--- src/rtl/pcal_pkg.sv ---
package pcal_pkg;
  typedef enum logic [1:0] {
    DIR_INIT = 2'd0,
    DIR_LAG  = 2'd1,
    DIR_LEAD = 2'd2
  } dir_e;

  typedef enum logic [2:0] {
    SQ_IDLE   = 3'd0,
    SQ_APPLY  = 3'd1,
    SQ_SETTLE = 3'd2,
    SQ_MEAS   = 3'd3,
    SQ_CHECK  = 3'd4
  } seq_e;
endpackage

--- src/rtl/pcal_timer.sv ---
module pcal_timer #(
  parameter int W = 8
) (
  input  logic         clk,
  input  logic         rst_n,
  input  logic         clr,
  input  logic         en,
  output logic [W-1:0] cnt
);
  always_ff @(posedge clk or negedge rst_n) begin
    if (!rst_n)   cnt <= '0;
    else if (clr) cnt <= '0;
    else if (en)  cnt <= cnt + W'(1);
  end
endmodule

--- src/rtl/pcal_seq.sv ---
module pcal_seq
  import pcal_pkg::*;
#(
  parameter int SETTLE_CYC = 200,
  parameter int MEAS_CYC   = 1024
) (
  input  logic clk,
  input  logic rst_n,
  input  logic start,
  input  logic all_done,
  input  logic any_over,
  output logic apply_en,
  output logic eval_en,
  output logic meter_en,
  output logic busy,
  output logic cal_done,
  output logic cal_fail
);
  localparam int MAXC = (SETTLE_CYC > MEAS_CYC) ? SETTLE_CYC : MEAS_CYC;
  localparam int TW   = $clog2(MAXC + 1);

  seq_e          state;
  logic [TW-1:0] cnt;
  logic          settle_last, meas_last, timing;

  assign timing      = (state == SQ_SETTLE) || (state == SQ_MEAS);
  assign settle_last = (state == SQ_SETTLE) && (cnt == TW'(SETTLE_CYC - 1));
  assign meas_last   = (state == SQ_MEAS)   && (cnt == TW'(MEAS_CYC - 1));

  pcal_timer #(.W(TW)) u_timer (
    .clk   (clk),
    .rst_n (rst_n),
    .clr   (start | settle_last | meas_last | !timing),
    .en    (timing),
    .cnt   (cnt)
  );

  assign apply_en = (state == SQ_APPLY);
  assign eval_en  = meas_last;
  assign meter_en = (state == SQ_MEAS);
  assign busy     = (state != SQ_IDLE);

  always_ff @(posedge clk or negedge rst_n) begin
    if (!rst_n) begin
      state    <= SQ_IDLE;
      cal_done <= 1'b0;
      cal_fail <= 1'b0;
    end else if (start) begin
      state    <= SQ_APPLY;
      cal_done <= 1'b0;
      cal_fail <= 1'b0;
    end else begin
      case (state)
        SQ_APPLY:  state <= SQ_SETTLE;
        SQ_SETTLE: if (settle_last) state <= SQ_MEAS;
        SQ_MEAS:   if (meas_last)   state <= SQ_CHECK;
        SQ_CHECK: begin
          if (all_done) begin
            cal_done <= 1'b1;
            state    <= SQ_IDLE;
          end else if (any_over) begin
            cal_fail <= 1'b1;
            state    <= SQ_IDLE;
          end else begin
            state    <= SQ_APPLY;
          end
        end
        default:   state <= SQ_IDLE;
      endcase
    end
  end
endmodule

--- src/rtl/pcal_lane.sv ---
module pcal_lane
  import pcal_pkg::*;
#(
  parameter int CNT_W  = 16,
  parameter int DLY_W  = 5,
  parameter int THRESH = 8
) (
  input  logic             clk,
  input  logic             rst_n,
  input  logic             clr,
  input  logic             apply_en,
  input  logic             eval_en,
  input  logic [CNT_W-1:0] ones,
  input  logic [CNT_W-1:0] zeros,
  output logic [DLY_W-1:0] ref_dly,
  output logic [DLY_W-1:0] fb_dly,
  output logic [1:0]       dir,
  output logic             done,
  output logic             over
);
  localparam int DW = CNT_W + 2;
  localparam logic signed [DW-1:0] THR = DW'(THRESH);

  dir_e               dir_q;
  logic [DLY_W:0]     code;
  logic signed [DW-1:0] diff, ndiff;
  logic               lag_big, lead_big;

  assign diff     = $signed({2'b00, ones}) - $signed({2'b00, zeros});
  assign ndiff    = -diff;
  assign lag_big  = diff  > THR;
  assign lead_big = ndiff > THR;

  assign dir  = dir_q;
  assign over = code[DLY_W];

  always_ff @(posedge clk or negedge rst_n) begin
    if (!rst_n) begin
      dir_q   <= DIR_INIT;
      code    <= '0;
      done    <= 1'b0;
      ref_dly <= '0;
      fb_dly  <= '0;
    end else if (clr) begin
      dir_q   <= DIR_INIT;
      code    <= '0;
      done    <= 1'b0;
      ref_dly <= '0;
      fb_dly  <= '0;
    end else if (!done) begin
      if (apply_en) begin
        case (dir_q)
          DIR_LAG:  begin fb_dly  <= code[DLY_W-1:0]; ref_dly <= '0; end
          DIR_LEAD: begin ref_dly <= code[DLY_W-1:0]; fb_dly  <= '0; end
          default:  begin ref_dly <= '0;              fb_dly  <= '0; end
        endcase
      end
      if (eval_en) begin
        case (dir_q)
          DIR_INIT: begin
            if (lag_big) begin
              dir_q <= DIR_LAG;
              code  <= code + (DLY_W+1)'(1);
            end else if (lead_big) begin
              dir_q <= DIR_LEAD;
              code  <= code + (DLY_W+1)'(1);
            end else begin
              done  <= 1'b1;
            end
          end
          DIR_LAG: begin
            if (!lag_big) done <= 1'b1;
            else          code <= code + (DLY_W+1)'(1);
          end
          DIR_LEAD: begin
            if (!lead_big) done <= 1'b1;
            else           code <= code + (DLY_W+1)'(1);
          end
          default: done <= 1'b1;
        endcase
      end
    end
  end
endmodule

--- src/rtl/pll_phase_cal.sv ---
module pll_phase_cal #(
  parameter int NUM_PLL    = 3,
  parameter int CNT_W      = 16,
  parameter int DLY_W      = 5,
  parameter int THRESH     = 8,
  parameter int SETTLE_CYC = 200,
  parameter int MEAS_CYC   = 1024
) (
  input  logic                     clk,
  input  logic                     rst_n,
  input  logic                     start,
  input  logic [NUM_PLL*CNT_W-1:0] ones_cnt,
  input  logic [NUM_PLL*CNT_W-1:0] zeros_cnt,
  output logic                     meter_en,
  output logic [NUM_PLL*DLY_W-1:0] ref_dly,
  output logic [NUM_PLL*DLY_W-1:0] fb_dly,
  output logic [NUM_PLL*2-1:0]     lane_dir,
  output logic [NUM_PLL-1:0]       pll_done,
  output logic                     busy,
  output logic                     cal_done,
  output logic                     cal_fail
);
  logic             apply_en, eval_en;
  logic [NUM_PLL-1:0] lane_over;

  pcal_seq #(
    .SETTLE_CYC (SETTLE_CYC),
    .MEAS_CYC   (MEAS_CYC)
  ) u_seq (
    .clk      (clk),
    .rst_n    (rst_n),
    .start    (start),
    .all_done (&pll_done),
    .any_over (|lane_over),
    .apply_en (apply_en),
    .eval_en  (eval_en),
    .meter_en (meter_en),
    .busy     (busy),
    .cal_done (cal_done),
    .cal_fail (cal_fail)
  );

  for (genvar k = 0; k < NUM_PLL; k++) begin : g_lane
    pcal_lane #(
      .CNT_W  (CNT_W),
      .DLY_W  (DLY_W),
      .THRESH (THRESH)
    ) u_lane (
      .clk      (clk),
      .rst_n    (rst_n),
      .clr      (start),
      .apply_en (apply_en),
      .eval_en  (eval_en),
      .ones     (ones_cnt[k*CNT_W +: CNT_W]),
      .zeros    (zeros_cnt[k*CNT_W +: CNT_W]),
      .ref_dly  (ref_dly[k*DLY_W +: DLY_W]),
      .fb_dly   (fb_dly[k*DLY_W +: DLY_W]),
      .dir      (lane_dir[k*2 +: 2]),
      .done     (pll_done[k]),
      .over     (lane_over[k])
    );
  end
endmodule

--- config.mk ---
export PLATFORM = sky130hd
export DESIGN_NAME = pll_phase_cal
export DESIGN_NICKNAME = d
export VERILOG_FILES = /design/src/rtl/pcal_pkg.sv /design/src/rtl/pcal_timer.sv /design/src/rtl/pcal_seq.sv /design/src/rtl/pcal_lane.sv /design/src/rtl/pll_phase_cal.sv
export SDC_FILE = /design/constraint.sdc
export NUM_CORES = 1
export LEC_CHECK = 0
export ABC_CLOCK_PERIOD_IN_PS = 3400
export BUFFER_PORTS_ARGS = -buffer_cell sky130_fd_sc_hd__clkbuf_2
export CAP_MARGIN = 20
export CORE_ASPECT_RATIO = 1.5
export CORE_MARGIN = 2
export CORE_UTILIZATION = 50
export DETAILED_ROUTE_END_ITERATION = 16
export GPL_TIMING_DRIVEN = 0
export PLACE_DENSITY = 0.83
export SLEW_MARGIN = 20
export SYNTH_ARGS = -nofsm -noshare
export SYNTH_HDL_FRONTEND = slang
export SYNTH_SLANG_ARGS = --single-unit
export TNS_END_PERCENT = 5
--- constraint.sdc ---
create_clock -name clk -period 3.4 [get_ports clk]
set_clock_uncertainty 0.15 [all_clocks]
set_input_delay 0.34 -clock clk [delete_from_list [all_inputs] [get_ports clk]]
set_output_delay 0.34 -clock clk [all_outputs]
set_load 0.01 [all_outputs]
# Word-level counts from Yosys, hierarchy flattened
# Index checks and enable logic that the tools add are counted.
[totals] register_bits=73 latch_bits=0 ram_bits=0 mem_bits_ro=0 input_bits=99 output_inout_bits=43 memories=0
[op_classes] n_addsub=10 multipliers=0 n_div=0 magnitude_cmp=6 eq_ne=21 shifts=0 n_mux=99 bitwise_logic=3 reduce_logical=37
[op_table] cell="2-to-1 mux 5 bit" n=24
[op_table] cell="> comparator 18 x 5 -> 1 bit (second input constant)" n=6
[op_table] cell="2-to-1 mux 6 bit" n=18
[op_table] cell="negation 18 bit" n=3
[op_table] cell="case mux 6 bit (3 select lines)" n=3
[op_table] cell="subtractor 16 x 16 -> 17 bit" n=3
[op_table] cell="2-to-1 mux 2 bit" n=18
[op_table] cell="2-to-1 mux 1 bit" n=26
[op_table] cell="AND reduction 4 bit" n=6
[op_table] cell="2-to-1 mux 11 bit" n=2
[op_table] cell="adder 6 x 1 -> 6 bit (second input constant)" n=3
[op_table] cell="nonzero test 2 bit" n=9
[op_table] cell="inequality test 3 x 2 -> 1 bit (second input constant)" n=5
[op_table] cell="2-to-1 mux 3 bit" n=4
[op_table] cell="case mux 3 bit (4 select lines)" n=1
[op_table] cell="nonzero test 3 bit" n=4
[op_table] cell="nonzero test 4 bit" n=3
[op_table] cell="adder 11 x 1 -> 11 bit (second input constant)" n=1
[op_table] cell="equality test 11 x 10 -> 1 bit (second input constant)" n=1
[op_table] cell="equality test 11 x 8 -> 1 bit (second input constant)" n=1
[op_table] cell="AND reduction 2 bit" n=5
[op_table] cell="case mux 1 bit (3 select lines)" n=3
[op_table] cell="inequality test 2 bit (second input constant)" n=4
[op_table] cell="equality test 2 x 1 -> 1 bit (second input constant)" n=3
[op_table] cell="other kinds (11)" n=20

# Longest topological paths before layout
# Gate-level depths: netlist of the first run.
[logic_depth] depth_word=9 ltp_mapped=14

# Cells and area by module
# Synthesis of the first run repeated with hierarchy kept, for this count alone.
[hier_totals] cells_unflattened=1079 hier_area_um2=8237.9
[modules_own_cells] mod="pcal_lane" instances=3 cells_each=329 area_per_inst_um2=2437.3 seq_area_each_um2=475.5
[modules_own_cells] mod="pcal_timer" instances=1 cells_each=54 area_per_inst_um2=561.8 seq_area_each_um2=275.3
[modules_own_cells] mod="pcal_seq" instances=1 cells_each=36 area_per_inst_um2=351.6 seq_area_each_um2=125.1
[modules_own_cells] mod="pll_phase_cal" instances=1 cells_each=2 area_per_inst_um2=12.5 seq_area_each_um2=0.0

# Worst setup path after synthesis of the first run
# Ideal clock, no wire load.
[synth_timing] path_type="input to register" start="input ones_cnt[0]" end="register g_lane[0].u_lane.code[0]" setup_time_ps=126 arrival_time_ps=3548 required_time_ps=3124 path_slack_ps=-424 path_stages=13 n_path_buf=0 path_cell_list="inv_1 ha_1 fa_1 and2b_2 o21ai_2 or3_4 a2111oi_4 o31ai_1 or4_4 o31ai_4 a211oi_1 a311o_1 a221o_1"
[synth_via] elab_chain_cells=9 elab_cells_between_ends=12 cone_classes="add/sub: 2; order compare: 2; eq/ne: 1; mux: 6; reduce/logical: 1"
[synth_rtl] item="from (decl)" line_no="pll_phase_cal.sv:12" text="input logic [NUM_PLL*CNT_W-1:0] ones_cnt,"
[synth_rtl] item="subtractor 16 x 16 -> 17 bit (*)" line_no="pcal_lane.sv:29" text="assign diff = $signed({2'b00, ones}) - $signed({2'b00, zeros});"
[synth_rtl] item="negation 18 bit" line_no="pcal_lane.sv:30" text="assign ndiff = -diff;"
[synth_rtl] item="> comparator 18 x 5 -> 1 bit" line_no="pcal_lane.sv:32" text="assign lead_big = ndiff > THR;"
[synth_rtl] item="2-to-1 mux 6 bit"
[synth_rtl] item="2-to-1 mux 6 bit" line_no="pcal_lane.sv:61" text="if (lag_big) begin"
[synth_rtl] item="case mux 6 bit (3 select lines)" line_no="pcal_lane.sv:59" text="case (dir_q)"
[synth_rtl] item="2-to-1 mux 6 bit" line_no="pcal_lane.sv:58" text="if (eval_en) begin"
[synth_rtl] item="2-to-1 mux 6 bit" line_no="pcal_lane.sv:50" text="end else if (!done) begin"
[synth_rtl] item="2-to-1 mux 6 bit" line_no="pcal_lane.sv:44" text="end else if (clr) begin"
[synth_rtl] item="to (signal assigned)" line_no="pcal_lane.sv:63" text="code <= code + (DLY_W+1)'(1);"
[synth_rtl] item="to (signal assigned)" line_no="pcal_lane.sv:66" text="code <= code + (DLY_W+1)'(1);"
[synth_rtl] item="to (signal assigned)" line_no="pcal_lane.sv:73" text="else code <= code + (DLY_W+1)'(1);"
[synth_rtl] item="to (decl)" line_no="pcal_lane.sv:25" text="logic [DLY_W:0] code;"
# Every way passes the cells marked *; elsewhere a longest branch is shown, timed or not. The select of a mux whose other input is x is not followed.
# A chain may end at the register's enable or synchronous reset.

# Final worst setup path of the first run
# Ends and elaborated chain as after synthesis.

==> results of run 1 <==
-- cells in the mapped netlist, types with 9 or more instances --
library cell,number,area share (%)
a211oi_1,21,1.9
dfrtp_1,73,22
nand2_1,136,6.1
o31ai_1,11,0.99
o211ai_1,16,1.4
nor2_1,65,2.9
nand4_1,22,1.6
nor3_1,35,2.1
nand3_1,30,1.8
xor2_1,15,1.6
or3_1,22,1.6
o21a_1,14,1.3
ha_1,64,9.6
a21o_1,30,2.7
and2_1,13,0.97
o2111ai_1,11,1.2
buf_2,10,0.60
a21oi_1,63,3.8
and3_1,11,0.82
clkbuf_1,36,1.6
xnor2_1,20,2.1
inv_1,89,4.0
mux2i_1,9,1.1
o21ai_0,77,4.6
a31oi_1,22,1.6
nor4_1,12,0.90
nor2b_1,12,0.90
-- registers in the layout (all words and copies together), names as in the netlist --
signal / count
u_seq.cal_fail: 1
g_lane.u_lane.code: 18
u_seq.u_timer.cnt: 11
g_lane.u_lane.dir: 6
g_lane.u_lane.done: 3
g_lane.u_lane.fb_dly: 15
u_seq.cal_done: 1
u_seq.state: 3
g_lane.u_lane.ref_dly: 15
-- cell type report --
type | count | area [um^2] | share of cell area (%)
Multi-Input combinational cell | 888 | 6230 | 61.8
Sequential cell | 73 | 1830 | 18.1
Clock inverter | 7 | 83.8 | 0.831
Buffer | 55 | 269 | 2.67
Timing Repair Buffer | 153 | 845 | 8.37
Inverter | 90 | 345 | 3.42
Tap cell | 206 | 258 | 2.56
Clock buffer | 9 | 225 | 2.23
-- worst paths after layout --
| check | start | to | slack, ns | cells past startpoint |
|---|---|---|---|---|
| max in group asynchronous | rst_n | g_lane[2].u_lane.fb_dly[1] | 2.24 | 3 |
| max | ones_cnt[0] | g_lane[0].u_lane.code[0] | -0.13 | 14 |
| min in group clk | g_lane[1].u_lane.fb_dly[1] | g_lane[1].u_lane.fb_dly[1] | 0.33 | 2 |
| max reg2reg | u_seq.u_timer.cnt[0] | g_lane[1].u_lane.code[3] | 0.14 | 11 |
| min | rst_n | g_lane[0].u_lane.ref_dly[4] | 0.30 | 2 |
| min reg2reg | g_lane[1].u_lane.fb_dly[1] | g_lane[1].u_lane.fb_dly[1] | 0.33 | 2 |
-- cells by family (layout without fill, tap and decap cells) --
group,Yosys count,after routing,synth area share [%]
fa+ha+maj,67,67,10.3
flops,73,73,21.8
simple gates,407,407,24.6
mux,9,9,1.08
buf+inv,146,314,7.18
compound gates,369,369,31.2
xor+xnor,36,36,3.86
-- per-layer routing --
| layer | GRT usage [%] | share of wire [%] |
|---|---|---|
| met5 | 0 | 0 |
| met4 | 10.6 | 3.2 |
| met3 | 3.08 | 5.3 |
| met2 | 45.6 | 53 |
| met1 | 28.3 | 39 |
-- worst register-to-register path: stages, from the launching register on --
cell and delay [ns]:
dfrtp_1 0.39, ha_1 0.27, nand4_1 0.25, nor3_1 0.24
nand2_1 0.25, nor2_1 0.33, o22ai_1 0.18, a21oi_1 0.23
and3_1 0.21, buf_6 0.13, or3b_2 0.44, o21ai_1 0.12
-- report_power, final --
part,switching (mW),internal [mW]
clock network,0.398,0.582
registers,0.0229,0.888
logic,0.771,0.490
total,1.19,1.96
-- metrics by stage --
stage	setup TNS, ns	hold slack, ns	utilization (%)	worst slack, ns
detailed placement	-14.47	0.122	57.7	-0.781
global route	-4.08	0.340	62.0	-0.281
floorplan	-0.997	-0.106	-	-0.259
CTS	-1.20	0.308	60.6	-0.130
global placement	-12.93	0.311	57.5	-0.654
finish	-0.781	0.298	62.0	-0.135
-- timing repair --
item                                   in CTS  in global routing
setup endpoints to repair                  24                 26
resized for setup                          25                 43
endpoints found under the hold margin      18                  0
hold buffers                                1                  0
pin swaps                                   2                  9
buffers inserted                            4                  7
==> results.toml, run 1 <==
[job]
maxCapViolations = 0

[place]
dp_hpwl_mm = 17.0
place_congestion = 0.922
dpl.cell_count = 1454
post_dp_cell_area_um2 = 9380
io_buffer_count = 140

[setup_path]
worst_setup_path_end_kind = "flip-flop"
critical_path.max_stage_delay_ns = 0.47
crit_chain = "clkbuf_8 -> inv_8 -> ha_4 -> fa_2 -> and2b_2 -> o21ai_4 -> or3_4 -> a2111oi_4 -> o31ai_1 -> or4_4 -> o31ai_4 -> a211oi_1 -> a311o_1 -> a221o_1"
timing.critical_path.arrival_ns = 3.61
cp_data_required_time_ns = 3.47
critical_path_class = "input pin to flip-flop"
crit_family = "compound AO/OA/AOI/OAI gates"
critPathBufInv = 2
cp_max_fo = 5
crit_path_start_kind = "input pin"
worst_path_max_delay_cell = "or4_4"

[timing]
post-route-worst-setup-slack_ns = -0.135
final_hold_vio_count = 0
max_freq_mhz = 283
fin_crit_ns = 3.53
finalCritPeriodShare_pct = 104
max_slew_margin_pct = 53.6
setup_repair_after_global_routing_missed_its_margin = "yes"
final-max-slew-violation-count = 0
worstMarginPinSlew_ns = 0.695
setup_violations = 13

[clock_network]
clockRootBuffer = "clkbuf_16"
cts_buffer_depth = 2
cts.clk_slew.worst_paths_ns = 0.06
cts_tree = "yes"
cts_sink_count = 73
cts_buffers = 9
insertion_delay_ns = 0.34
cts-htree-levels = 3

[floorplan]
row_count = 57
fp.dieH_um = 162
core-area_um2 = 16300
die_width_um = 110
floorplan.io_pins = 142
floorplan.initialDensity_pct = 51.4
die-area_um2 = 17800

[synth]
mappedNetlistArea_um2 = 8360
synth_seq_area_share_pct = 21.8
synth-edff-count = 0
ys.flop_type = "dfrtp_1"
post_synth_num_cell_types = 94
syn_avg_cell_area_um2 = 7.55
synth_cells = 1107
ys_ff_latch = 73
asyncSetResetFlopFracSynth_pct = 100
syn_nets = 1273
synthesis.yosys.warnings = 0

[routing]
final_antenna_net_count = 0
route.detailed.drc = 0
viasPerCell = 6.11
num_vias = 9043
drt_pass1_iterations = 8
post_drt_wl_per_cell_um = 15.3
iteration_0_drc_markers = 783
drt_wl_total_mm = 22.7

[global_routing]
first_global_vias = 8564
grt_pass1_wl_mm = 37.2
largest_net_degree_at_the_start_of_global_routing = 56
grt_antenna_before_repair = 0
globalRouteTotalUtil_pct = 24.9
globalRouteOverflowTotal = 0

[outcome]
outcome = "complete, but fails checks"
violated_checks = "setup timing"

[pwr]
cellPowerDensity_nw_per_um2 = 313
ir_drop_mv = 0.284
power_mw = 3.15
leakage_nw = 4.61

[layout]
antenna_cells_inserted = 0
most-common-layout-cells = "clkbuf_2 (143), nand2_1 (136), inv_1 (88)"
layout-drive-gt1-share_pct = 20.6
final_cell_area_um2 = 10100
filler_cell_count = 1482
instances_no_fill = 1481
finalNetCount = 1436
syn_to_final_growth_pct = 20.6
layout_commonest_cell = "clkbuf_2"

[hold_path]
kind_of_path_behind_the_tightest_hold_check = "input pin to asynchronous set/reset pin"
Power figures use the tool's default switching activity.
==> run 2, diff against run 1 <==
--- a/config.mk
+++ b/config.mk
@@ -8,12 +8,14 @@
 export ABC_CLOCK_PERIOD_IN_PS = 3400
 export BUFFER_PORTS_ARGS = -buffer_cell sky130_fd_sc_hd__clkbuf_2
 export CAP_MARGIN = 20
+export CELL_PAD_IN_SITES_DETAIL_PLACEMENT = 0
+export CELL_PAD_IN_SITES_GLOBAL_PLACEMENT = 1
 export CORE_ASPECT_RATIO = 1.5
 export CORE_MARGIN = 2
-export CORE_UTILIZATION = 50
+export CORE_UTILIZATION = 42
 export DETAILED_ROUTE_END_ITERATION = 16
 export GPL_TIMING_DRIVEN = 0
-export PLACE_DENSITY = 0.83
+export PLACE_DENSITY = 0.93
 export SLEW_MARGIN = 20
 export SYNTH_ARGS = -nofsm -noshare
 export SYNTH_HDL_FRONTEND = slang
==> results.toml, run 2 (same netlist as run 1, synthesis figures left out) <==
[routing]
met2_wirelength_mm = 12.0
dr_top_layer = "met4"
num_vias = 8881
route.detailed.drc = 0
iteration_0_drc_markers = 509
post_drt_wl_per_cell_um = 14.8
viasPerCell = 5.80
met3_wirelength_um = 808
final_antenna_net_count = 0
drt_pass1_iterations = 6
met1_length_mm = 9.31
drt_wl_total_mm = 22.7

[layout]
finalNetCount = 1433
final_core_utilization_pct = 51.9
instances_no_fill = 1532
layout_commonest_cell = "clkbuf_2"
most-common-layout-cells = "clkbuf_2 (141), nand2_1 (135), inv_1 (88)"
largest_reg_flops = 18
regMostFlops = "g_lane.u_lane.code"
filler_cell_count = 1983
reg_top3 = "g_lane.u_lane.code: 18 flops, g_lane.u_lane.fb_dly: 15 flops, g_lane.u_lane.ref_dly: 15 flops"
antenna_cells_inserted = 0
syn_to_final_growth_pct = 21.8
layout-drive-gt1-share_pct = 21.2

[timing]
final_hold_vio_count = 0
max_slew_margin_pct = 51.7
max_freq_mhz = 286
setup_repair_after_global_routing_missed_its_margin = "yes"
final-max-slew-violation-count = 0
setup_violations = 9
worstMarginPinSlew_ns = 0.724
finalCritPeriodShare_pct = 103
fin_crit_ns = 3.50
post-route-worst-setup-slack_ns = -0.0982

[global_routing]
first_global_vias = 8372
grt_antenna_before_repair = 0
globalRouteTotalUtil_pct = 21.2
globalRouteOverflowTotal = 0
largest_net_degree_at_the_start_of_global_routing = 44
grt_pass1_wl_mm = 38.0

[setup_path]
worstReg2RegStart = "u_seq.u_timer.cnt[0]"
cp-startpoint = "ones_cnt[0]"
worst_setup_path_end_kind = "flip-flop"
crit_path_start_kind = "input pin"
cp_max_fo = 5
critical_path_class = "input pin to flip-flop"
timing.critical_path.arrival_ns = 3.58
cp_data_required_time_ns = 3.48

[place]
dpl.cell_count = 1508
dp_hpwl_mm = 17.6
io_buffer_count = 140
place_congestion = 0.896

[floorplan]
fp.dieH_um = 177
floorplan.io_pins = 142
row_count = 63
die_width_um = 119
core-area_um2 = 19600
die-area_um2 = 21100
floorplan.initialDensity_pct = 42.6

[outcome]
outcome = "complete, but fails checks"
violated_checks = "setup timing"

[pwr]
cellPowerDensity_nw_per_um2 = 312
leakage_nw = 4.59
power_mw = 3.17
ir_drop_mv = 0.183

[job]
maxCapViolations = 0

[hold_path]
kind_of_path_behind_the_tightest_hold_check = "flip-flop to flip-flop"
start_point_of_the_worst_min_delay_path = "g_lane[1].u_lane.ref_dly[1]"

[clock_network]
clockRootBuffer = "clkbuf_16"
cts_buffers = 9
insertion_delay_ns = 0.34
cts.clk_slew.worst_paths_ns = 0.06
cts_buffer_depth = 2
cts_sink_count = 73
cts_tree = "yes"
cts-htree-levels = 3
-- run 2: changes by cell type in the layout (fill, tap and decap cells not counted), sizes merged --
cell      before  now
buf           29   28
a21boi         7    8
clkbuf       187  184
clkinv         2    3
clkinvlp       1    0
-- run 2: cell type report --
cell class / count / area (um^2) / area share, %
clock inverter: 7 / 85.1 / 0.835
timing repair buffer: 152 / 817 / 8.02
clock buffer: 9 / 225 / 2.21
buffer: 52 / 255 / 2.51
multi-input combinational: 889 / 6300 / 61.9
inverter: 90 / 345 / 3.39
tap: 260 / 325 / 3.19
sequential: 73 / 1830 / 17.9
-- run 2: critical path: stages --
cell       delay [ns]
clkbuf_8         0.12
inv_8            0.03
ha_4             0.15
fa_2             0.36
and2b_2          0.28
o21ai_4          0.08
or3_4            0.41
a2111oi_4        0.32
o31ai_1          0.10
or4_4            0.48
o31ai_4          0.22
a211oi_1         0.10
a311o_1          0.28
a221o_1          0.30
-- run 2: metal layers --
metal / up-vias / global-route usage [%]
met1: 4181 / 24.4
met4: 0 / 8.53
met2: 219 / 39.8
met5: - / 0
met3: 40 / 2.13
li1: 4441 / -
-- run 2: repair_timing --
action | CTS | global route
setup endpoints to repair | 24 | 27
cloned | 1 | 0
resized for setup | 34 | 47
hold buffers | 1 | 0
endpoints found under the hold margin | 30 | 0
setup buffers | 4 | 6
pin swaps | 5 | 11
-- run 2: power breakdown --
part | total, mW | internal (mW) | switching [mW]
registers | 0.911 | 0.888 | 0.0230
clock network | 0.995 | 0.584 | 0.412
logic | 1.27 | 0.495 | 0.772
-- run 2: final timing paths --
path	to	slack [ns]	cells past startpoint
max in group asynchronous	g_lane[2].u_lane.code[1]	2.17	3
min in group asynchronous	u_seq.u_timer.cnt[6]	0.35	2
max	g_lane[0].u_lane.code[0]	-0.1	14
min	g_lane[1].u_lane.ref_dly[1]	0.33	2
max reg2reg	g_lane[1].u_lane.code[3]	0.16	11
min reg2reg	g_lane[1].u_lane.ref_dly[1]	0.33	2
-- run 2: stage by stage --
stage	TNS [ns]	setup WS, ns	hold slack, ns	instance area (um^2)
final	-0.420	-0.0982	0.325	10200
after floorplan	-0.997	-0.259	-0.106	8390
after global placement	-14.23	-0.718	0.312	9420
after detailed placement	-15.29	-0.792	0.194	9440
after global routing	-2.81	-0.255	0.358	10200
after CTS	-0.709	-0.0936	0.335	9940
